### src/rtl/pixcap_pkg.sv
package pixcap_pkg;

  // Strobes from control to datapath, sampled at the output rising edge.
  typedef struct packed {
    logic wide;         // 1: whole word on one edge
    logic primaryRise;  // 1: rising edge is the (first) capture edge
    logic hsEn;         // pass horizontal sync
    logic vsEn;         // pass vertical sync
    logic blank;        // zero pixel, drop DE and valid
    logic warm;         // capture registers hold post-reset data
  } capCtrl_t;

endpackage

### src/rtl/pixcap_ctrl.sv
module pixcap_ctrl
  import pixcap_pkg::*;
#(
  parameter int WARMUP = 2
) (
  input  logic     clk,
  input  logic     rstN,
  input  logic     busWide,
  input  logic     edgeRise,
  input  logic     hsyncEn,
  input  logic     vsyncEn,
  input  logic     txDisable,
  output capCtrl_t ctrl
);

  localparam int CW = $clog2(WARMUP + 1);
  localparam logic [CW-1:0] WARM_LAST = CW'(WARMUP);

  logic [CW-1:0] warmCnt;

  // Counts rising edges since reset until every capture register has data.
  always_ff @(posedge clk or negedge rstN) begin
    if (!rstN) begin
      warmCnt <= '0;
    end else if (warmCnt != WARM_LAST) begin
      warmCnt <= warmCnt + 1'b1;
    end
  end

  always_comb begin
    ctrl.wide        = busWide;
    ctrl.primaryRise = edgeRise;
    ctrl.hsEn        = hsyncEn;
    ctrl.vsEn        = vsyncEn;
    ctrl.blank       = txDisable;
    ctrl.warm        = (warmCnt == WARM_LAST);
  end

endmodule

### src/rtl/pixcap_datapath.sv
module pixcap_datapath
  import pixcap_pkg::*;
#(
  parameter int PIX_W = 24
) (
  input  logic             clk,
  input  logic             rstN,
  input  capCtrl_t         ctrl,
  input  logic [PIX_W-1:0] inData,
  input  logic             inDe,
  input  logic             inHsync,
  input  logic             inVsync,
  output logic [PIX_W-1:0] pixOut,
  output logic             deOut,
  output logic             hsyncOut,
  output logic             vsyncOut,
  output logic             pixValid
);

  localparam int HALF_W = PIX_W / 2;
  localparam int WORD_W = PIX_W + 3;
  localparam int DE_B   = PIX_W;
  localparam int HS_B   = PIX_W + 1;
  localparam int VS_B   = PIX_W + 2;

  logic [WORD_W-1:0] busWord;
  logic [WORD_W-1:0] riseWord;
  logic [WORD_W-1:0] fallWord;
  logic [WORD_W-1:0] holdWord;

  assign busWord = {inVsync, inHsync, inDe, inData};

  // One capture register per clock edge.
  for (genvar e = 0; e < 2; e++) begin : g_cap
    if (e == 0) begin : g_rise
      always_ff @(posedge clk or negedge rstN) begin
        if (!rstN) riseWord <= '0;
        else       riseWord <= busWord;
      end
    end else begin : g_fall
      always_ff @(negedge clk or negedge rstN) begin
        if (!rstN) fallWord <= '0;
        else       fallWord <= busWord;
      end
    end
  end

  // Keeps the falling-edge half one clock longer, for falling-primary pairing.
  always_ff @(posedge clk or negedge rstN) begin
    if (!rstN) holdWord <= '0;
    else       holdWord <= fallWord;
  end

  logic [PIX_W-1:0] pixNext;
  logic [2:0]       flagNext;  // {vs, hs, de}
  logic [WORD_W-1:0] firstWord;

  always_comb begin
    if (ctrl.wide) begin
      firstWord = ctrl.primaryRise ? riseWord : fallWord;
      pixNext   = firstWord[PIX_W-1:0];
    end else if (ctrl.primaryRise) begin
      firstWord = riseWord;
      pixNext   = {fallWord[HALF_W-1:0], riseWord[HALF_W-1:0]};
    end else begin
      firstWord = holdWord;
      pixNext   = {riseWord[HALF_W-1:0], holdWord[HALF_W-1:0]};
    end
    flagNext = {firstWord[VS_B], firstWord[HS_B], firstWord[DE_B]};
  end

  always_ff @(posedge clk or negedge rstN) begin
    if (!rstN) begin
      pixOut   <= '0;
      deOut    <= 1'b0;
      hsyncOut <= 1'b0;
      vsyncOut <= 1'b0;
      pixValid <= 1'b0;
    end else begin
      pixOut   <= ctrl.blank ? '0 : pixNext;
      deOut    <= ~ctrl.blank & ctrl.warm & flagNext[0];
      hsyncOut <= ctrl.hsEn & flagNext[1];
      vsyncOut <= ctrl.vsEn & flagNext[2];
      pixValid <= ~ctrl.blank & ctrl.warm;
    end
  end

endmodule

### src/rtl/pixel_capture.sv
module pixel_capture
  import pixcap_pkg::*;
#(
  parameter int PIX_W  = 24,
  parameter int WARMUP = 2
) (
  input  logic             clk,
  input  logic             rstN,
  input  logic             busWide,
  input  logic             edgeRise,
  input  logic             hsyncEn,
  input  logic             vsyncEn,
  input  logic             txDisable,
  input  logic [PIX_W-1:0] inData,
  input  logic             inDe,
  input  logic             inHsync,
  input  logic             inVsync,
  output logic [PIX_W-1:0] pixOut,
  output logic             deOut,
  output logic             hsyncOut,
  output logic             vsyncOut,
  output logic             pixValid
);

  capCtrl_t ctrl;

  pixcap_ctrl #(.WARMUP(WARMUP)) u_ctrl (
    .clk(clk), .rstN(rstN), .busWide(busWide), .edgeRise(edgeRise),
    .hsyncEn(hsyncEn), .vsyncEn(vsyncEn), .txDisable(txDisable), .ctrl(ctrl)
  );

  pixcap_datapath #(.PIX_W(PIX_W)) u_dp (
    .clk(clk), .rstN(rstN), .ctrl(ctrl), .inData(inData), .inDe(inDe),
    .inHsync(inHsync), .inVsync(inVsync), .pixOut(pixOut), .deOut(deOut),
    .hsyncOut(hsyncOut), .vsyncOut(vsyncOut), .pixValid(pixValid)
  );

endmodule

### config.mk
export PLATFORM = sky130hd
export DESIGN_NAME = pixel_capture
export DESIGN_NICKNAME = d
export VERILOG_FILES = /design/src/rtl/pixcap_pkg.sv /design/src/rtl/pixcap_ctrl.sv /design/src/rtl/pixcap_datapath.sv /design/src/rtl/pixel_capture.sv
export SDC_FILE = /design/constraint.sdc
export NUM_CORES = 1
export LEC_CHECK = 0
export BUFFER_PORTS_ARGS = -buffer_cell sky130_fd_sc_hd__buf_2
export CAP_MARGIN = 20
export CORE_MARGIN = 2
export CORE_UTILIZATION = 49
export DETAILED_ROUTE_END_ITERATION = 10
export PLACE_DENSITY = 0.78
export SLEW_MARGIN = 30
export SYNTH_ARGS = -nofsm -noshare
export SYNTH_HDL_FRONTEND = slang
export SYNTH_HIERARCHICAL = 1
export SYNTH_SLANG_ARGS = --single-unit
### constraint.sdc
create_clock -name clk -period 0.86 [get_ports clk]
set_input_delay 0.086 -clock clk [delete_from_list [all_inputs] [get_ports clk]]
set_output_delay 0.086 -clock clk [all_outputs]
set_load 0.01 [all_outputs]
Word level (Yosys, flattened, before mapping)
Index checks and enable logic that the tools add are counted.

word-level totals
  output and inout bits = 28
  input port bits = 34
  register bits = 111
  logic and storage cells = 23

cells by class
  equal/unequal tests = 2
  add/subtract/negate cells = 1
  multiplexer cells = 6
  bitwise logic cells = 5

operator list
  operator                                                        number
  27-bit 2-to-1 mux                                               3
  24-bit 2-to-1 mux                                               3
  1-bit AND                                                       4
  2-bit by 1-bit adder with 2-bit output (second input constant)  1
  2-bit == test (second input constant)                           1
  2-bit inequality test (second input constant)                   1
  1-bit NOT                                                       1

Depth between registers and ports, before layout
  depth after elaboration = 3
  gate-level depth with buffers = 5
  depth with buffers taken out = 4

Hierarchy
Netlist, hierarchy kept.

by module, submodules not included
  module           area an instance (um2)  times used  cells each
  pixcap_datapath  3223.1                  1           195
  pixcap_ctrl      133.9                   1           13

==> results.json <==
{
  "outcome": "finished, violations left",
  "violations": "negative hold slack, negative setup slack",
  "pin_count": 62,
  "syn_avg_cell_area_um2": 16.1,
  "fp-row-count": 30,
  "slew_violations": 0,
  "cts-htree-levels": 3,
  "grt_usage_pct": 18.8,
  "p_leak_nw": 2.22,
  "die_x_um": 86.8,
  "die_h_um": 86.8,
  "grt_pass1_wl_mm": 10.3,
  "synth_mux_area_share_pct": 11.7,
  "synthCells": 208,
  "path_class": "flop to flop",
  "whs_ns": -0.0809,
  "area_growth_pct": 34.5,
  "start_util_pct": 50.0,
  "viasPerCell": 5.00,
  "cp.arrival_ns": 1.58,
  "synth_commonest_cells": "72 x dfrtp_1, 38 x mux2i_1, 27 x dfrtn_1",
  "r2r-start": "u_dp/fallWord[24]",
  "drv_cap": 0,
  "worst_slack_ns": -0.466,
  "gr-total-overflow": 0,
  "post-place-ws_ns": -0.490,
  "ir_drop_mv": 1.09,
  "setup_viol": 72,
  "worst_pin_slew_ns": 0.218,
  "synth_fp_nets": 244,
  "crit_required_ns": 1.11,
  "drive_gt1_share_pct": 34.7,
  "design_area_um2": 4520,
  "layout.area.seq_um2": 2480,
  "synthSimpleGateAreaFrac_pct": 3.54,
  "cts_root_buf": "clkbuf_8",
  "dp_hpwl_mm": 4.19,
  "synthAdderAreaFrac_pct": 0.745,
  "drt-met1-wl_mm": 2.71,
  "synth_top_cell_area_share_pct": 53.7,
  "numCtsBuffers": 9,
  "postPlaceCellArea_um2": 3860,
  "clock_sinks": 99,
  "wl_met2_mm": 3.50,
  "total_power_w": 0.00906,
  "hold_buffers": 30,
  "clkSlewWorstSetupHoldPaths_ns": 0.09,
  "drc": 0,
  "design.core.area_um2": 6720,
  "vias": 2020,
  "clock_path_buffers": 2,
  "cp_max_fo": 2,
  "wl_per_cell_um": 16.3,
  "ant_nets": 0,
  "synth_top_cell_by_area": "dfrtp_1",
  "synth_area_leaders": "dfrtp_1 54%, dfrtn_1 20%, mux2i_1 11%",
  "cp-end-kind": "flop",
  "r2r-end": "u_dp/deOut",
  "synth_xor_area_share_pct": 0.261,
  "power.density_nw_per_um2": 2010,
  "antenna_found_initial": 1,
  "start_kind": "flop",
  "syn_area_um2": 3360,
  "slew-limit-headroom_pct": 85.2,
  "final_nets": 354,
  "grt_max_degree": 39,
  "synth_warnings": 6,
  "highest_layer": "met4",
  "rsz0062_at_grt": "true",
  "ys_types": 21,
  "r2r_slack_ns": -0.47,
  "synth-edff-count": 0,
  "worst_skew_pair.late_latency_ns": 0.36,
  "ys_seq_elements": 99,
  "hold_class": "primary input to asynchronous set/reset pin",
  "wl_met3_um": 267,
  "grt_pass1_vias": 2148,
  "synthFlopType": "dfrtp_1",
  "first_pass_iters": 4,
  "port_buffers": 61,
  "synth_top_family_by_area": "multiplexers",
  "yosysMostFrequentCell": "dfrtp_1",
  "worst-r2r-cell-count": 2,
  "cts_tree": "built",
  "async_reset_ff_share_pct": 100,
  "hold_viol_final": 62,
  "synth_compound_area_share_pct": 5.96,
  "wl_mm": 6.57,
  "timing.clock.skew_ns": 0.0248,
  "gp_congestion": 0.720,
  "fill_cells": 473,
  "drt_iter0_markers": 111,
  "die_area_um2": 7530,
  "seq_area_frac_synth_pct": 73.8,
  "multiInputGateArea_um2": 795
}
## cells in the final DEF (no fill, tap or decap), types with 3 or more instances in the layout
cell,count
a211oi_1,12
o22ai_1,12
clkbuf_8,9
buf_12,4
mux2i_2,3
mux2i_1,35
dfrtn_1,27
buf_2,59
inv_1,3
buf_4,15
buf_6,4
dlygate4sd3_1,29
dfrtp_1,72
nor2b_1,14
## per-layer routing
layer	up-vias	global-route usage, %
met4	0	7.53
li1	934	-
met5	-	0
met2	50	32.8
met1	1027	22.4
met3	9	4.76
## kinds of logic after synthesis
kind of cell / after synthesis
xor gates and xnor gates: 1
muxes: 39
and+or+nand+nor: 19
buffers and inverters: 20
adders and majority gates: 2
DFF: 99
AOI/OAI and AO/OA: 28
## worst max-delay path: stages, from the launching register on
cell     delay (ns)
dfrtn_1        0.34
mux2_2         0.26
o211a_1        0.21
## power breakdown
group	leakage (nW)	internal (W)	switching [W]
Combinational	0.929	0.000490	0.000449
Clock	0.107	0.00164	0.00146
Sequential	1.19	0.00492	0.000100
## repair_timing
item	in CTS	in global routing
pin swaps	3	1
buffers inserted	3	3
gates resized for setup	10	8
cloned	0	1
setup endpoints to repair	73	81
endpoints found under the hold margin	101	62
## worst max-delay path by stage
stage | from | end | slack [ns] | depth (start not counted)
floorplan | u_dp/fallWord[24] | u_dp/deOut | -0.45 | 2
global placement | u_dp/fallWord[24] | u_dp/deOut | -0.46 | 2
detailed placement | u_dp/fallWord[24] | u_dp/deOut | -0.49 | 2
CTS | u_dp/fallWord[24] | u_dp/deOut | -0.46 | 2
global route | u_dp/fallWord[24] | u_dp/deOut | -0.50 | 2
finish | u_dp/fallWord[24] | u_dp/deOut | -0.47 | 2
## per-stage QoR
step	util, %	cells	setup TNS (ns)
global placement	57.5	352	-9.45
CTS	66.0	400	-13.16
finish	67.2	404	-12.82
global route	67.2	404	-15.49
detailed placement	57.5	352	-10.51
floorplan	-	208	-7.94
## registers in the layout (all words and copies together) (netlist names)
signal and cells:
u_dp/fallWord 27, u_dp/hsyncOut 1, u_dp/deOut 1, u_dp/vsyncOut 1
u_dp/pixOut 24, u_dp/holdWord 15, u_ctrl/warmCnt 2, u_dp/pixValid 1
u_dp/riseWord 27
## final cells by class
type / count / share of cell area [%]
tap: 80 / 2.22
multi-input combinational: 89 / 17.6
clock buffer: 11 / 2.91
timing repair buffer: 115 / 20.3
clock inverter: 5 / 1.75
antenna: 1 / 0.0554
sequential: 99 / 54.9
inverter: 4 / 0.333
No activity file was read; power rests on OpenSTA's default activity.
